<file path="src/rtl/flagu_pkg.sv">
package flagu_pkg;

    localparam int FLAG_N = 5;

    // Instruction class codes
    localparam logic [2:0] OP_MOVE = 3'd0;
    localparam logic [2:0] OP_OR   = 3'd1;
    localparam logic [2:0] OP_XOR  = 3'd2;
    localparam logic [2:0] OP_CMP  = 3'd3;
    localparam logic [2:0] OP_DECP = 3'd4;
    localparam logic [2:0] OP_HALT = 3'd5;

    // Index of each flag inside the five-entry mask vectors
    localparam int FI_CY = 0;
    localparam int FI_P  = 1;
    localparam int FI_AC = 2;
    localparam int FI_Z  = 3;
    localparam int FI_S  = 4;

    typedef enum logic [1:0] {
        ST_IDLE = 2'd0,
        ST_EXEC = 2'd1,
        ST_DONE = 2'd2
    } state_e;

    typedef struct packed {
        logic [FLAG_N-1:0] keep;
        logic [FLAG_N-1:0] calc;
    } fmask_t;

    // Position of each flag inside the flag byte
    function automatic int fpos(input int idx);
        case (idx)
            FI_CY:   fpos = 0;
            FI_P:    fpos = 2;
            FI_AC:   fpos = 4;
            FI_Z:    fpos = 6;
            default: fpos = 7;
        endcase
    endfunction

    // Mask for each instruction class: keep old, compute new, or clear
    function automatic fmask_t mask_of(input logic [2:0] op);
        fmask_t m;
        m.keep = '1;
        m.calc = '0;
        case (op)
            OP_OR, OP_XOR: begin
                m.keep = '0;
                m.calc = '0;
                m.calc[FI_S] = 1'b1;
                m.calc[FI_Z] = 1'b1;
                m.calc[FI_P] = 1'b1;
            end
            OP_CMP: begin
                m.keep = '0;
                m.calc = '1;
            end
            default: begin
                m.keep = '1;
                m.calc = '0;
            end
        endcase
        return m;
    endfunction

endpackage

</file>
<file path="src/rtl/flagu_ctrl.sv">
module flagu_ctrl
    import flagu_pkg::*;
(
    input  logic clk,
    input  logic rst_n,
    input  logic op_valid,
    output logic accept,
    output logic commit,
    output logic res_valid
);

    state_e state_q;
    state_e state_d;

    always_ff @(posedge clk or negedge rst_n) begin
        if (!rst_n) state_q <= ST_IDLE;
        else        state_q <= state_d;
    end

    // Transitions: ACCEPT, COMMIT, RELEASE
    always_comb begin
        state_d = state_q;
        unique case (state_q)
            ST_IDLE: if (op_valid) state_d = ST_EXEC;
            ST_EXEC: state_d = ST_DONE;
            ST_DONE: state_d = ST_IDLE;
            default: state_d = ST_IDLE;
        endcase
    end

    always_comb begin
        accept    = (state_q == ST_IDLE) && op_valid;
        commit    = (state_q == ST_EXEC);
        res_valid = (state_q == ST_DONE);
    end

endmodule

</file>
<file path="src/rtl/flagu_alu.sv">
module flagu_alu
    import flagu_pkg::*;
#(
    parameter int DATA_W = 8,
    parameter int PAIR_W = 16
) (
    input  logic [2:0]        op,
    input  logic [DATA_W-1:0] a,
    input  logic [DATA_W-1:0] b,
    input  logic [PAIR_W-1:0] pair,
    output logic [DATA_W-1:0] acc_res,
    output logic [PAIR_W-1:0] pair_res,
    output logic [DATA_W-1:0] flag_src,
    output logic              cy_raw,
    output logic              ac_raw
);

    localparam int NIB_W = DATA_W / 2;
    localparam logic [PAIR_W-1:0] PAIR_ONE = PAIR_W'(1);

    logic [DATA_W:0] diff_w;
    logic [NIB_W:0]  half_w;

    assign diff_w = {1'b0, a} - {1'b0, b};
    assign half_w = {1'b0, a[NIB_W-1:0]} - {1'b0, b[NIB_W-1:0]};
    assign cy_raw = diff_w[DATA_W];
    assign ac_raw = half_w[NIB_W];

    always_comb begin
        acc_res  = a;
        pair_res = pair;
        flag_src = a;
        case (op)
            OP_MOVE: acc_res = b;
            OP_OR: begin
                acc_res  = a | b;
                flag_src = a | b;
            end
            OP_XOR: begin
                acc_res  = a ^ b;
                flag_src = a ^ b;
            end
            OP_CMP:  flag_src = diff_w[DATA_W-1:0];
            OP_DECP: pair_res = pair - PAIR_ONE;
            default: ;
        endcase
    end

endmodule

</file>
<file path="src/rtl/flagu_flags.sv">
module flagu_flags
    import flagu_pkg::*;
#(
    parameter int DATA_W = 8
) (
    input  logic [2:0]        op,
    input  logic [7:0]        flags_in,
    input  logic [DATA_W-1:0] flag_src,
    input  logic              cy_raw,
    input  logic              ac_raw,
    output logic [7:0]        flags_nxt
);

    fmask_t            msk;
    logic [FLAG_N-1:0] calc_v;
    logic [FLAG_N-1:0] new_bit;

    assign msk = mask_of(op);

    always_comb begin
        calc_v        = '0;
        calc_v[FI_CY] = cy_raw;
        calc_v[FI_P]  = ~(^flag_src);
        calc_v[FI_AC] = ac_raw;
        calc_v[FI_Z]  = (flag_src == '0);
        calc_v[FI_S]  = flag_src[DATA_W-1];
    end

    genvar gi;
    generate
        for (gi = 0; gi < FLAG_N; gi++) begin : g_flag
            assign new_bit[gi] = msk.keep[gi] ? flags_in[fpos(gi)]
                                              : (msk.calc[gi] & calc_v[gi]);
        end
    endgenerate

    always_comb begin
        flags_nxt = flags_in;
        for (int i = 0; i < FLAG_N; i++) begin
            flags_nxt[fpos(i)] = new_bit[i];
        end
    end

endmodule

</file>
<file path="src/rtl/flagu_top.sv">
module flagu_top
    import flagu_pkg::*;
#(
    parameter int DATA_W = 8,
    parameter int PAIR_W = 16
) (
    input  logic              clk,
    input  logic              rst_n,
    input  logic              op_valid,
    input  logic [2:0]        op_code,
    input  logic [DATA_W-1:0] acc_in,
    input  logic [DATA_W-1:0] opnd_in,
    input  logic [PAIR_W-1:0] pair_in,
    input  logic [7:0]        flags_in,
    output logic              res_valid,
    output logic [7:0]        flags_out,
    output logic [DATA_W-1:0] acc_out,
    output logic [PAIR_W-1:0] pair_out
);

    logic              accept;
    logic              commit;
    logic [2:0]        cap_op;
    logic [DATA_W-1:0] cap_acc;
    logic [DATA_W-1:0] cap_opnd;
    logic [PAIR_W-1:0] cap_pair;
    logic [7:0]        cap_flags;
    logic [DATA_W-1:0] acc_res;
    logic [PAIR_W-1:0] pair_res;
    logic [DATA_W-1:0] flag_src;
    logic              cy_raw;
    logic              ac_raw;
    logic [7:0]        flags_nxt;

    flagu_ctrl u_ctrl (
        .clk       (clk),
        .rst_n     (rst_n),
        .op_valid  (op_valid),
        .accept    (accept),
        .commit    (commit),
        .res_valid (res_valid)
    );

    always_ff @(posedge clk or negedge rst_n) begin
        if (!rst_n) begin
            cap_op    <= OP_MOVE;
            cap_acc   <= '0;
            cap_opnd  <= '0;
            cap_pair  <= '0;
            cap_flags <= '0;
        end else if (accept) begin
            cap_op    <= op_code;
            cap_acc   <= acc_in;
            cap_opnd  <= opnd_in;
            cap_pair  <= pair_in;
            cap_flags <= flags_in;
        end
    end

    flagu_alu #(.DATA_W(DATA_W), .PAIR_W(PAIR_W)) u_alu (
        .op       (cap_op),
        .a        (cap_acc),
        .b        (cap_opnd),
        .pair     (cap_pair),
        .acc_res  (acc_res),
        .pair_res (pair_res),
        .flag_src (flag_src),
        .cy_raw   (cy_raw),
        .ac_raw   (ac_raw)
    );

    flagu_flags #(.DATA_W(DATA_W)) u_flags (
        .op        (cap_op),
        .flags_in  (cap_flags),
        .flag_src  (flag_src),
        .cy_raw    (cy_raw),
        .ac_raw    (ac_raw),
        .flags_nxt (flags_nxt)
    );

    always_ff @(posedge clk or negedge rst_n) begin
        if (!rst_n) begin
            flags_out <= '0;
            acc_out   <= '0;
            pair_out  <= '0;
        end else if (commit) begin
            flags_out <= flags_nxt;
            acc_out   <= acc_res;
            pair_out  <= pair_res;
        end
    end

endmodule

</file>
<file path="config.mk">
export PLATFORM = sky130hd
export DESIGN_NAME = flagu_top
export DESIGN_NICKNAME = d
export VERILOG_FILES = /design/src/rtl/flagu_pkg.sv /design/src/rtl/flagu_ctrl.sv /design/src/rtl/flagu_alu.sv /design/src/rtl/flagu_flags.sv /design/src/rtl/flagu_top.sv
export SDC_FILE = /design/constraint.sdc
export NUM_CORES = 1
export LEC_CHECK = 0
export BUFFER_PORTS_ARGS = -buffer_cell sky130_fd_sc_hd__buf_4
export CAP_MARGIN = 30
export CORE_MARGIN = 10
export CORE_UTILIZATION = 60
export CTS_CLUSTER_DIAMETER = 80
export CTS_CLUSTER_SIZE = 10
export DETAILED_ROUTE_END_ITERATION = 7
export PLACE_DENSITY = 0.89
export RECOVER_POWER = 50
export SLEW_MARGIN = 10
export SYNTH_ARGS = -nofsm -noshare
export SYNTH_HDL_FRONTEND = slang
export SYNTH_SLANG_ARGS = --single-unit
</file>
<file path="constraint.sdc">
create_clock -name clk -period 5.4 [get_ports clk]
set_input_delay 0.81 -clock clk [delete_from_list [all_inputs] [get_ports clk]]
set_output_delay 0.81 -clock clk [all_outputs]
set_load 0.02 [all_outputs]
</file>
==> run summary, run 1 <==
After detailed routing, the number of vias per cell comes to 5.83. The tools report the largest buffer count on any clock path as 2. The final-report max-slew violation count was 93; the yosys synthesis warning count was 0.

The min-delay analysis places its worst path in the category register to register. Fill cell instance count of the final layout: 469. VDD sags by at most 222 uV. The top fanout value on the critical path came out at 64. Cell with the biggest individual delay on the critical path: sky130_fd_sc_hd__clkbuf_1. The tools report the sequential element share of the synthesized area as 46.1%. The met1 capacity usage during global routing is 25.4%, and the met3 usage is 4.39%.

The clock-pin slew on the worst setup and hold paths is 0.08 ns. The global routing usage summed across all routing layers was 20.9%. The number of gates resized after CTS was 0. Yosys instantiated no cell more often than sky130_fd_sc_hd__dfrtp_1. The tool flagged a number of max-cap violations equal to 2.

Combinational logic burns 45.4% of the power. The synthesized-area fraction occupied by and/or/nand/nor cells came out at 14.5%. Via count of the first global-routing pass: 3522.

The logs give 0.00231 uW for the leakage power summed over all cells and 0 for the remaining antenna violation count after routing. The maximum achievable frequency was 0.296 GHz. The initial core utilization was 61.5%; the post-route fraction of the period consumed by the critical path was 62.6%. Among all flip-flop cells after synthesis, the most frequent one is sky130_fd_sc_hd__dfrtp_1. The number of buffers created by CTS came out at 9. The number of hold violations in the final report is 0, and the average footprint of a synthesized cell is 9.69 um2. The minimum clock period after layout is 3.38 ns, and the post-synthesis mux area share is 7.88%. In the post-synthesis netlist, the biggest area contributors are sky130_fd_sc_hd__dfrtp_1 46%, sky130_fd_sc_hd__ha_1 6.6%, sky130_fd_sc_hd__mux2_2 6.2%, sky130_fd_sc_hd__o21ai_0 5.6%, sky130_fd_sc_hd__nand2_1 5.5%.

On the final layout, the worst clock skew is 0.00940 ns. The synthesized netlist devotes 3.77% of its cell area to XOR and XNOR gates. TritonCTS built the clock tree. Setup repair after global routing left no endpoint under its margin. The synthesized design spends more area on one cell type than any other, namely sky130_fd_sc_hd__dfrtp_1. The synthesized netlist devotes 16.3% of its cell area to compound gates. The total overflow reported by the global router is 0. For the area of the mapped netlist, the log shows 4180 um2. From synthesis to final layout, the design area changed by 21.0%.

Routability-driven placement finished with a final weighted congestion of 1.03. 79 I/O pins were placed. Overall via count from detail_route: 3507. The actual slew at the worst max-slew pin is 2.76 ns.

In this run the clock root is driven by a sky130_fd_sc_hd__clkbuf_8. By count the netlist is led by 77 x sky130_fd_sc_hd__dfrtp_1, 61 x sky130_fd_sc_hd__nand2_1, 47 x sky130_fd_sc_hd__o21ai_0. The synthesized design contains 77 register bits. In the final routed layout, each cell accounts on average for 18.0 um. The run gives 570 as the final net count. The top cell type by area accounts for 46.1% of the synthesized area.

Overall die width: 103 um. The fraction of the mapped netlist area in adder cells is 7.07%, and the floorplan row count is 30. For this run, the slowest stage of the critical path takes 1.97 ns.

The run gives 0 as the total of hold buffers inserted after clock tree synthesis. For this block, the routed nets add up to 10800 um of wire. The worst setup path is captured at a register. The arrival time reported for the critical path endpoint was 3.48 ns. In this run switching power makes up 41.1% of total power. Among cell families on the critical path, the largest total delay comes from buffers and inverters. In the final layout, the share of cells above drive strength 1 is 25.5%.

Main combinational cell family by area after synthesis: compound AO/OA/AOI/OAI gates. The first global-routing pass estimated 17500 um of wire. The tools report the synthesized net count as 500. Once layout is complete, the utilization of the core stands at 74.4%. The switching component of the power was 1060 uW; the initial antenna violation count was 0. Adding up every negative setup slack in the final design gives 0 ns. The internal power of the cells totals 1520 uW.

Walking the worst path, the cells encountered are clkbuf_4 > nor3b_1 > clkbuf_1 > o21ai_0. Max-slew headroom at the worst pin: -84.2%. Sequential cells account for 37.0% of the total power. STA classifies the critical path startpoint as a primary input. The wire-length estimate of the detail-placed layout is 7370 um.

The die is 103 um tall. The tools report the data required time of the worst path as 5.50 ns. Global routing used 35.4% of the available met2 tracks.

In this run, distinct cell masters in the synthesized netlist total 53. Pin count of the biggest net entering global routing: 78. The run finished, with violations left. The clock drives 77 sinks. Power spread over the standard cell area amounts to 509 nW/um2. The checks that failed: capacitance limit, slew limit. For this run, design rule violations remaining after detail routing come to 0. Per report_power, the clock group accounts for 17.7% of the total. CTS built an H-tree with a depth of 3. The number of antenna diodes in the final layout is 0.

The tools report the number of setup buffers added after CTS as 0. For the die footprint, the log shows 10700 um2. The area of the core is 6790 um2.

Counting both buffers and inverters, the worst setup path holds a total of 2. Class of the most critical setup path: primary input to register. Most used routing layer in global routing: met2. For this run, asynchronously set or reset flops after synthesis account for 100%. Yosys mapped a number of flops with a built-in enable equal to 0. The first TritonRoute pass finished after 5 iterations.

Counting every instance in the synthesized netlist gives 431. Setup violations remaining at the end of the flow were counted as 0. The count of port buffers added during placement was 78. At the later pin of the worst-skew pair, clock insertion delay measures 0.36 ns. In this run, the number of DRC markers left after iteration 0 of detailed routing was 257.
worst min-delay path, cell delays in order, from the launching register on:
cell and delay [ns]:
sky130_fd_sc_hd__dfrtp_1 0.35, sky130_fd_sc_hd__nand2_1 0.05, sky130_fd_sc_hd__nand2_1 0.05
layout by cell type, fill, tap and decap left out, drive strengths merged, types with 3 or more instances in the layout:
cell / instances
ha: 22
buf: 78
clkbuf: 13
nand2b: 4
o21ai: 49
nor2b: 6
o22ai: 12
xor2: 8
mux2i: 7
a31oi: 5
clkinv: 4
nor4: 4
xnor2: 10
o22a: 4
nand3: 4
nand2: 62
dfrtp: 77
mux2: 23
o31ai: 4
nand4b: 3
nor2: 28
a2111oi: 4
inv: 27
nor3b: 4
a21oi: 15
flip-flops by register name, summed over array words and instances, names as in the netlist:
signal / cells
cap_opnd: 8
u_ctrl.state_q: 2
cap_flags: 8
cap_pair: 16
cap_acc: 8
acc_out: 8
pair_out: 16
cap_op: 3
flags_out: 8
layout make-up:
type | instances | area (um2) | area share (%)
Multi-Input combinational cell | 306 | 2070 | 40.9
Timing Repair Buffer | 81 | 633 | 12.5
Clock buffer | 10 | 138 | 2.72
Inverter | 26 | 97.6 | 1.93
Sequential cell | 77 | 1930 | 38.1
Clock inverter | 6 | 70.1 | 1.39
Tap cell | 96 | 120 | 2.38
logic make-up after synthesis:
kind of cell    after synthesis
simple gates                124
compound gates              111
flops                        77
buf+inv                      48
mux                          30
fa+ha+maj                    23
xor+xnor                     18
final timing paths:
| path | startpoint | end | slack, ns | depth (start not counted) |
|---|---|---|---|---|
| worst max-delay path | op_valid | cap_opnd[1] | 2.02 | 4 |
| worst min-delay path | cap_flags[3] | flags_out[3] | 0.48 | 2 |
| worst max register to register | u_ctrl.state_q[1] | cap_opnd[1] | 2.15 | 3 |
| worst min register to register | cap_flags[3] | flags_out[3] | 0.48 | 2 |
| max in group asynchronous | rst_n | cap_acc[0] | 3.64 | 2 |
| min in group asynchronous | rst_n | cap_flags[6] | 0.83 | 1 |
routing by layer:
layer / part of all wire [%] / routed length [um] / up-vias
li1: - / - / 1654
met1: 40 / 4320 / 1685
met2: 50 / 5380 / 153
met3: 8.3 / 893 / 15
met4: 2.1 / 231 / 0
met5: 0 / 0 / -
metrics by stage:
stage / cell area, um2 / instances / total power, uW / hold slack, ns / setup slack (ns)
6_report: 5050 / 602 / 2570 / 0.476 / 2.02
5_1_grt: 5050 / 602 / 2750 / 0.502 / 1.66
4_1_cts: 5020 / 600 / 2570 / 0.481 / 2.42
3_5_place_dp: 4810 / 584 / 2100 / 0.464 / 2.44
3_3_place_gp: 4810 / 584 / 2040 / 0.441 / 2.55
2_1_floorplan: 4180 / 431 / 1690 / 0.435 / 2.74
power groups by stage:
stage,Clock [uW],Sequential (uW),Combinational (uW)
after global placement,0,937,1100
after detailed placement,0,955,1140
final,455,951,1170
after floorplan,0,1030,654
after global routing,485,980,1290
after CTS,465,949,1160
Note: power is estimated with default switching activity, not from simulation.
==> run 2, diff against run 1 <==
--- a/config.mk
+++ b/config.mk
@@ -8,11 +8,11 @@
 export BUFFER_PORTS_ARGS = -buffer_cell sky130_fd_sc_hd__buf_4
 export CAP_MARGIN = 30
 export CORE_MARGIN = 10
-export CORE_UTILIZATION = 60
+export CORE_UTILIZATION = 50
 export CTS_CLUSTER_DIAMETER = 80
 export CTS_CLUSTER_SIZE = 10
 export DETAILED_ROUTE_END_ITERATION = 7
-export PLACE_DENSITY = 0.89
+export PLACE_DENSITY = 0.8
 export RECOVER_POWER = 50
 export SLEW_MARGIN = 10
 export SYNTH_ARGS = -nofsm -noshare
==> constraint.sdc (replaced) <==
create_clock -name clk -period 3.1 [get_ports clk]
set_input_delay 0.465 -clock clk [delete_from_list [all_inputs] [get_ports clk]]
set_output_delay 0.465 -clock clk [all_outputs]
set_load 0.02 [all_outputs]
==> run 2 against run 1 <==
Net effect: the run now ends clean; utilization is 13 points lower; setup slack got worse by 1.8 ns; die area is 16% higher; clock power grew 54%; combinational power rose by 70%; clock skew rose by 0.0030 ns; non-clock buffer count is 10 higher; critical endpoint is now flags_out[2]; highest routed layer unchanged.
==> run summary, run 2 (same netlist as run 1, synthesis figures left out) <==
The run finished with clean final reports. The count of port buffers added during placement works out to 78. The finished cells cover 5030 um2.

Worst hold slack: 0.303 ns. Compared with the post-synthesis result, the final layout area differs by 20.4%. The first TritonRoute pass finished after 4 iterations. The logs give 3399 for the via count of the first global-routing pass and 0.00228 uW for the leakage power summed over all cells. Dividing the detail-routed via count by the number of cells gives 5.45. The tools report the end point of the critical path as flags_out[2].

In this run the tightest slew margin relative to its limit is 8.09%. Power spread over the standard cell area amounts to 856 nW/um2. In this design, the stage delay of the slowest critical-path cell is 0.41 ns.

In this run the remaining antenna-violating nets after routing total 0. In the final layout, the registers with the most flip-flops are cap_pair (16), pair_out (16). Grouping stages by cell kind, the critical path spends the most delay in adder cells. Top fanout value on the critical path: 5.

Between clock sinks in the finished design, the worst skew comes to 0.0124 ns. Cell repeated most along the worst path: sky130_fd_sc_hd__xnor2_1. Cell with the biggest individual delay on the critical path: sky130_fd_sc_hd__fa_1. TritonCTS built the clock tree. The H-tree was split into 3 levels.

Entering global routing, the biggest net connects 78 pins. The total of endpoints with negative setup slack in the final report came out at 0. The run gives 0 as the number of hold violations in the final report. The number of antenna diodes in the final layout is 0.

The number of sinks handled by clock tree synthesis came out at 77. Worst flop-to-flop path startpoint: cap_acc[0]. The sequential cells in the finished layout cover a total of 1930 um2. The worst path buffer plus inverter count was 1. Clock root buffer master: sky130_fd_sc_hd__clkbuf_8.

Global routing finished with a remaining overflow of 0. Starting DRC count in detailed routing: 243. The initial core utilization came out at 51.1%. The wire length per cell came out at 16.6 um. The number of setup buffers added after CTS is 0. Timing would allow up to 0.343 GHz. The critical path crosses 14 cells after its start point.

After detailed placement, the total cell area comes to 4910 um2. The depth of the worst register-to-register path came out at 14. Dividing the final minimum period by the clock period gives 94.1%. For the initial antenna violation count, the log shows 0.

The class of the most critical setup path is register to register. Die outline height: 111 um. Summed over all layers, the routed wires come to 10300 um.

The logs give 9 for the number of buffers created by CTS and 2080 um2 for the total area of multi-input combinational cells. The fill cell instance count of the final layout is 735. In this run the worst hold path is classified as primary input to register. STA classifies the critical path endpoint as a register. In this run the critical register-to-register path is captured at flags_out[2]. The run gives 17100 um as the wire length of the first global-routing pass. The area of the core was 8180 um2; the actual slew at the worst max-slew pin was 1.38 ns. Final-report max-slew violation count: 0. At the end of routability-driven placement, the weighted congestion stood at 0.873.

In this run the deepest clock path goes through 2 buffers. The run gives 0 as the DRC violation count after routing. Setup slack on the worst reg-to-reg path comes out at 0.18 ns. The final net count came out at 580. The HPWL after detailed placement is 7540 um.

The worst-case IR drop observed on VDD is 326 uV. For this run, the total global-route usage over all layers was measured as 16.6%. The top-level I/O count is 79.

The worst setup path is launched from a register. Setup repair after global routing left no endpoint under its margin. Walking the worst path, the cells encountered are inv_1 > ha_1 > fa_1 > o21ba_2 > o21ai_0 > a21oi_1 > xnor2_1 > a21boi_1 > ha_1 > xnor2_1 > xnor2_1 > nor2_1 > a21oi_1 > o21ai_0. Across all layers, the routed design uses 3384 vias. The clock reaches the later pin of the worst-skew pair after 0.37 ns. Once layout is complete, the utilization of the core stands at 61.5%. After clock tree synthesis, the clock-pin slew on the worst setup and hold paths is 0.08 ns. The die covers 12400 um2.

In the final layout, the share of cells above drive strength 1 is 24.8%. Arrival time reported for the critical path endpoint: 3.15 ns. In the layout the commonest cells are 77 x sky130_fd_sc_hd__dfrtp_1, 74 x sky130_fd_sc_hd__buf_4, 61 x sky130_fd_sc_hd__nand2_1. Max-cap violations in this run came to 0.

The source of the critical timing path is cap_acc[0]. From left edge to right edge, the die measures 111 um. The minimum clock period after layout is 2.92 ns. For the data required time of the worst path, the log shows 3.34 ns.

In the final timing run, aggregate negative setup slack is 0 ns. Leaving out fill and tap cells, the most frequent cell in the layout is sky130_fd_sc_hd__dfrtp_1. The floorplan has 33 rows.
run 2: cell count changes in the layout (fill, tap and decap cells not counted), moves of 2 or more:
cell and change:
sky130_fd_sc_hd__buf_4 -2, sky130_fd_sc_hd__clkinv_4 -2, sky130_fd_sc_hd__clkinvlp_4 +2, sky130_fd_sc_hd__clkbuf_1 +14
sky130_fd_sc_hd__clkinv_2 +2
run 2: worst min path at each step:
stage,from,to,slack (ns),cells after the start
floorplan,rst_n,acc_out[0],0.17,0
global placement,cap_flags[5],flags_out[5],0.44,2
detailed placement,flags_out[5],flags_out[5],0.46,2
CTS,rst_n,cap_flags[1],0.29,1
global route,opnd_in[2],cap_opnd[2],0.30,3
finish,opnd_in[3],cap_opnd[3],0.30,3
run 2: layer usage:
layer	wire length, um	GRT usage, %
met3	501	3.65
met1	4820	21.6
met4	159	6.51
met5	0	0
met2	4810	26.2
run 2: cell type report:
class | instances | area share (%)
Clock buffer | 10 | 2.74
Clock inverter | 6 | 0.771
Inverter | 26 | 1.94
Multi-Input combinational cell | 306 | 41.3
Sequential cell | 77 | 38.3
Tap cell | 105 | 2.61
Timing Repair Buffer | 91 | 12.3
run 2: repair_timing:
action	4_1_cts	5_1_grt
resized for setup	0	2
endpoints found under the setup margin	0	1
hold buffers	0	0
run 2: worst reg2reg max path: cells and delay by family (launching register included):
| family | cells | cell delay, ns |
|---|---|---|
| and+or+nand+nor | 1 | 0.05 |
| adders and majority gates | 3 | 0.98 |
| buffers and inverters | 1 | 0.11 |
| AOI/OAI and AO/OA | 6 | 0.79 |
| xor gates and xnor gates | 3 | 0.47 |
| DFF | 1 | 0.38 |
run 2: power by group:
part	internal (uW)	leakage, uW	switching [uW]
clock network	309	0.0000880	390
logic	862	0.00125	1130
registers	1340	0.000933	281
total	2510	0.00228	1800
run 2: per-stage QoR:
stage / setup WS, ns / instances / power [uW]
global placement: 0.296 / 604 / 3630
detailed placement: 0.165 / 604 / 3710
floorplan: 0.441 / 431 / 2940
finish: 0.183 / 621 / 4310
CTS: 0.137 / 620 / 4410
global route: 0.00524 / 621 / 4630
==> run 3, diff against run 2 <==
--- a/config.mk
+++ b/config.mk
@@ -5,6 +5,7 @@
 export SDC_FILE = /design/constraint.sdc
 export NUM_CORES = 1
 export LEC_CHECK = 0
+export ABC_AREA = 1
 export BUFFER_PORTS_ARGS = -buffer_cell sky130_fd_sc_hd__buf_4
 export CAP_MARGIN = 30
 export CORE_MARGIN = 10
==> run 3 against run 2 <==
Net effect: register-to-register slack improved by 0.39 ns; worst hold slack got worse by 0.00096 ns; highest routed layer unchanged; utilization increased by 0.36 points.
==> run summary, run 3 <==
The starting DRC count in detailed routing is 233, and the floorplan row count is 33. The synthesized design devotes to its leading area cell type 45.4% of total area. The HPWL after detailed placement is 8320 um.

Sorting the synthesized cells by area gives the leading types as sky130_fd_sc_hd__dfrtp_1 45%, sky130_fd_sc_hd__nand2_1 14%, sky130_fd_sc_hd__o21ai_0 7.9%, sky130_fd_sc_hd__ha_1 6.5%, sky130_fd_sc_hd__inv_1 5.6%. The final-report max-slew violation count was 0. The tree is rooted in a sky130_fd_sc_hd__clkbuf_8.

Via count of the first global-routing pass: 3790. In the synthesized netlist, the number of instances is 549. The first global-routing pass estimated 18500 um of wire. Actual slew at the worst max-slew pin: 1.11 ns. The largest single stage delay on the critical path is 0.39 ns.

The run finished with clean final reports. Final net count: 697. The global routing usage summed across all routing layers was 17.6%; the clock-pin slew on the worst setup and hold paths was 0.09 ns. In this run the worst hold path is classified as primary input to register. Entering global routing, the biggest net connects 78 pins. Leaving out fill and tap cells, the most frequent cells in the layout are 160 x sky130_fd_sc_hd__nand2_1, 77 x sky130_fd_sc_hd__dfrtp_1, 67 x sky130_fd_sc_hd__o21ai_0. Counting the buffers created by CTS gives 9. Sorting the synthesized cells by how often they occur yields 160 x sky130_fd_sc_hd__nand2_1, 77 x sky130_fd_sc_hd__dfrtp_1, 67 x sky130_fd_sc_hd__o21ai_0.

The total overflow left after global routing is 0. The max-slew headroom at the worst pin is 26.2%. The worst setup path is of the register to register kind.

The routed design has 11200 um of wire. The remaining antenna violation count after routing was 0. Hold is met by 0.302 ns.

Data arrives at the worst endpoint at 2.78 ns. The cell with the biggest individual delay on the critical path was sky130_fd_sc_hd__dfrtp_1. Setup skew after layout: 0.0135 ns. In this run, synthesis inferred 0 flip-flops with an integrated enable. Cells with a size suffix above 1 make up 15.2% of the layout. In the final timing run, aggregate negative setup slack is 0 ns.

Dividing the detail-routed via count by the number of cells gives 5.26. TritonCTS built the clock tree. The cell area after layout is 5090 um2, and the growth of design area from synthesis to finish is 19.9%. The ratio of total power to cell area works out to 839 nW/um2. For the die footprint, the log shows 12600 um2. Along the worst path, the maximum fanout reaches 6. Summing all placed instances gives a cell area of 4920 um2. Setup repair after global routing left no endpoint under its margin.

Measured along the x axis, the die boundary spans 112 um. For this design, the sink count on the clock tree is 77. After detailed routing, the number of remaining DRC violations is 0. The total of endpoints with negative setup slack in the final report is 0, and the global placement routability congestion is 0.873. Cells fill 61.9% of the core in the end. For the worst-skew pair, the clock arrives at the later sink with an insertion delay of 0.36 ns. The synthesized net count came out at 618. The initial antenna violation count was 0.

In the synthesized netlist the dominant register cell turns out to be sky130_fd_sc_hd__dfrtp_1. Summing the sequential cell areas from Yosys gives 45.4% of the chip area. Initial core utilization: 51.6%. After layout, the minimum clock period comes to 2.52 ns.

The largest registers in the layout are cap_pair (16), pair_out (16). The number of optimization iterations in the first detailed-route pass came out at 5. The average footprint of a synthesized cell was 7.73 um2. sky130_fd_sc_hd__nand2_1 is the most common cell in the netlist. The synthesized netlist occupies a cell area of 4240 um2. The logs give 0 for the number of cells upsized or downsized after cts and 4270 uW for the total power of the final layout. The number of different library cells used by synthesis comes to 29. Static timing analysis puts the maximum clock frequency at 0.396 GHz. The number of antenna diodes was 0.

Measured along the y axis, the die boundary spans 112 um. Summed over all instances, the cell type with the most area after synthesis is sky130_fd_sc_hd__dfrtp_1. After synthesis the netlist holds a flip-flop and latch count of 77. Data on the critical path is required at its endpoint by 3.36 ns. The final route contains 3876 vias. Max-cap violations in this run came to 0.

The fill cell instance count of the final layout was 768; the post-route fraction of the period consumed by the critical path was 81.4%. The yosys synthesis warning count is 0, and the count of port buffers added during placement is 78. Walking the worst path, the cells encountered are inv_1 > ha_1 > inv_1 > nand2_1 > nor2_1 > nand3_1 > nand2_1 > nand2_1 > nand3_1 > nand2_1 > a21oi_1 > ha_1 > xnor2_1 > xnor2_1 > o21ai_0 > nand2_1.

For this design the static power due to leakage is 0.00257 uW. The async set or reset register ratio after synthesis is 100%. The wire length per cell was 15.3 um; the number of hold violations in the final report was 0.

The H-tree was split into 3 levels. The run gives 349 uV as the highest ir drop seen on vdd. The library cell used most frequently in the layout, excluding fill and tap cells, is sky130_fd_sc_hd__nand2_1. The tools report the kind of capture point of the worst setup path as a register. By instance count, the cell type seen most on the critical path is sky130_fd_sc_hd__nand2_1. 79 I/O pins were placed. The area of the core came out at 8220 um2. STA classifies the critical path startpoint as a register. The clock passes through at most 2 buffers.
==> run 3: changes by cell type after synthesis, moves of 7 or more <==
| cell | change |
|---|---|
| sky130_fd_sc_hd__clkbuf_1 | -9 |
| sky130_fd_sc_hd__inv_1 | +38 |
| sky130_fd_sc_hd__o21ai_0 | +20 |
| sky130_fd_sc_hd__mux2_2 | -23 |
| sky130_fd_sc_hd__mux2i_1 | -7 |
| sky130_fd_sc_hd__buf_2 | +7 |
| sky130_fd_sc_hd__nor2_1 | +14 |
| sky130_fd_sc_hd__nand3_1 | +28 |
| sky130_fd_sc_hd__xnor2_1 | -7 |
| sky130_fd_sc_hd__nand2_1 | +99 |
| sky130_fd_sc_hd__a21oi_1 | +11 |
==> run 3: critical path, delay by kind of cell (launching register included) <==
kind,cells,cell delay (ns)
buffers and inverters,2,0.29
DFF,1,0.39
and+or+nand+nor,8,0.61
xor gates and xnor gates,2,0.25
adders and majority gates,2,0.59
AOI/OAI and AO/OA,2,0.29
==> run 3: power breakdown <==
part | switching [uW] | internal, uW
clock | 392 | 371
combinational | 1250 | 711
sequential | 217 | 1330
total | 1860 | 2410
==> run 3: routing by layer <==
| layer | track usage [%] | routed length (um) | vias up |
|---|---|---|---|
| met1 | 24.2 | 5390 | 1825 |
| met3 | 4.58 | 576 | 15 |
| li1 | - | - | 1924 |
| met4 | 5.58 | 182 | 0 |
| met2 | 26.6 | 5100 | 112 |
| met5 | 0 | 0 | - |
==> run 3: metrics by stage <==
stage          worst slack, ns  std cells
6_report                 0.578        737
5_1_grt                  0.284        737
4_1_cts                  0.570        735
3_5_place_dp             0.579        720
3_3_place_gp             0.592        720
2_1_floorplan            0.812        549
==> run 3: final timing paths <==
path	startpoint	endpoint	slack, ns	depth (start not counted)
min reg2reg	acc_out[3]	acc_out[3]	0.48	2
max	cap_acc[3]	flags_out[2]	0.58	16
max in group asynchronous	rst_n	cap_flags[7]	1.39	3
min in group asynchronous	rst_n	acc_out[1]	0.85	2
min	opnd_in[0]	cap_opnd[0]	0.30	3
max reg2reg	cap_acc[3]	flags_out[2]	0.58	16
==> run 3: kinds of logic (layout without fill, tap and decap cells) <==
| family | after synthesis | count (layout) | synth area share [%] |
|---|---|---|---|
| xor+xnor | 7 | 7 | 1.45 |
| buf+inv | 83 | 166 | 7.61 |
| simple gates | 253 | 253 | 25.6 |
| compound gates | 106 | 106 | 12.9 |
| fa+ha+maj | 23 | 23 | 6.96 |
| flops | 77 | 77 | 45.4 |
==> run 3: what timing repair did <==
item	CTS	global route
setup buffers	0	0
hold endpoints to repair	0	17
hold buffers	0	1
==> run 3: cell type report <==
cell class	instances	area (um2)	area share, %
clock buffers	10	128	2.51
well taps	105	131	2.58
multi-input cells	389	1990	39.2
clock inverters	5	61.3	1.21
inverters	67	251	4.94
repair buffers	84	593	11.7
flip-flops and latches	77	1930	37.9
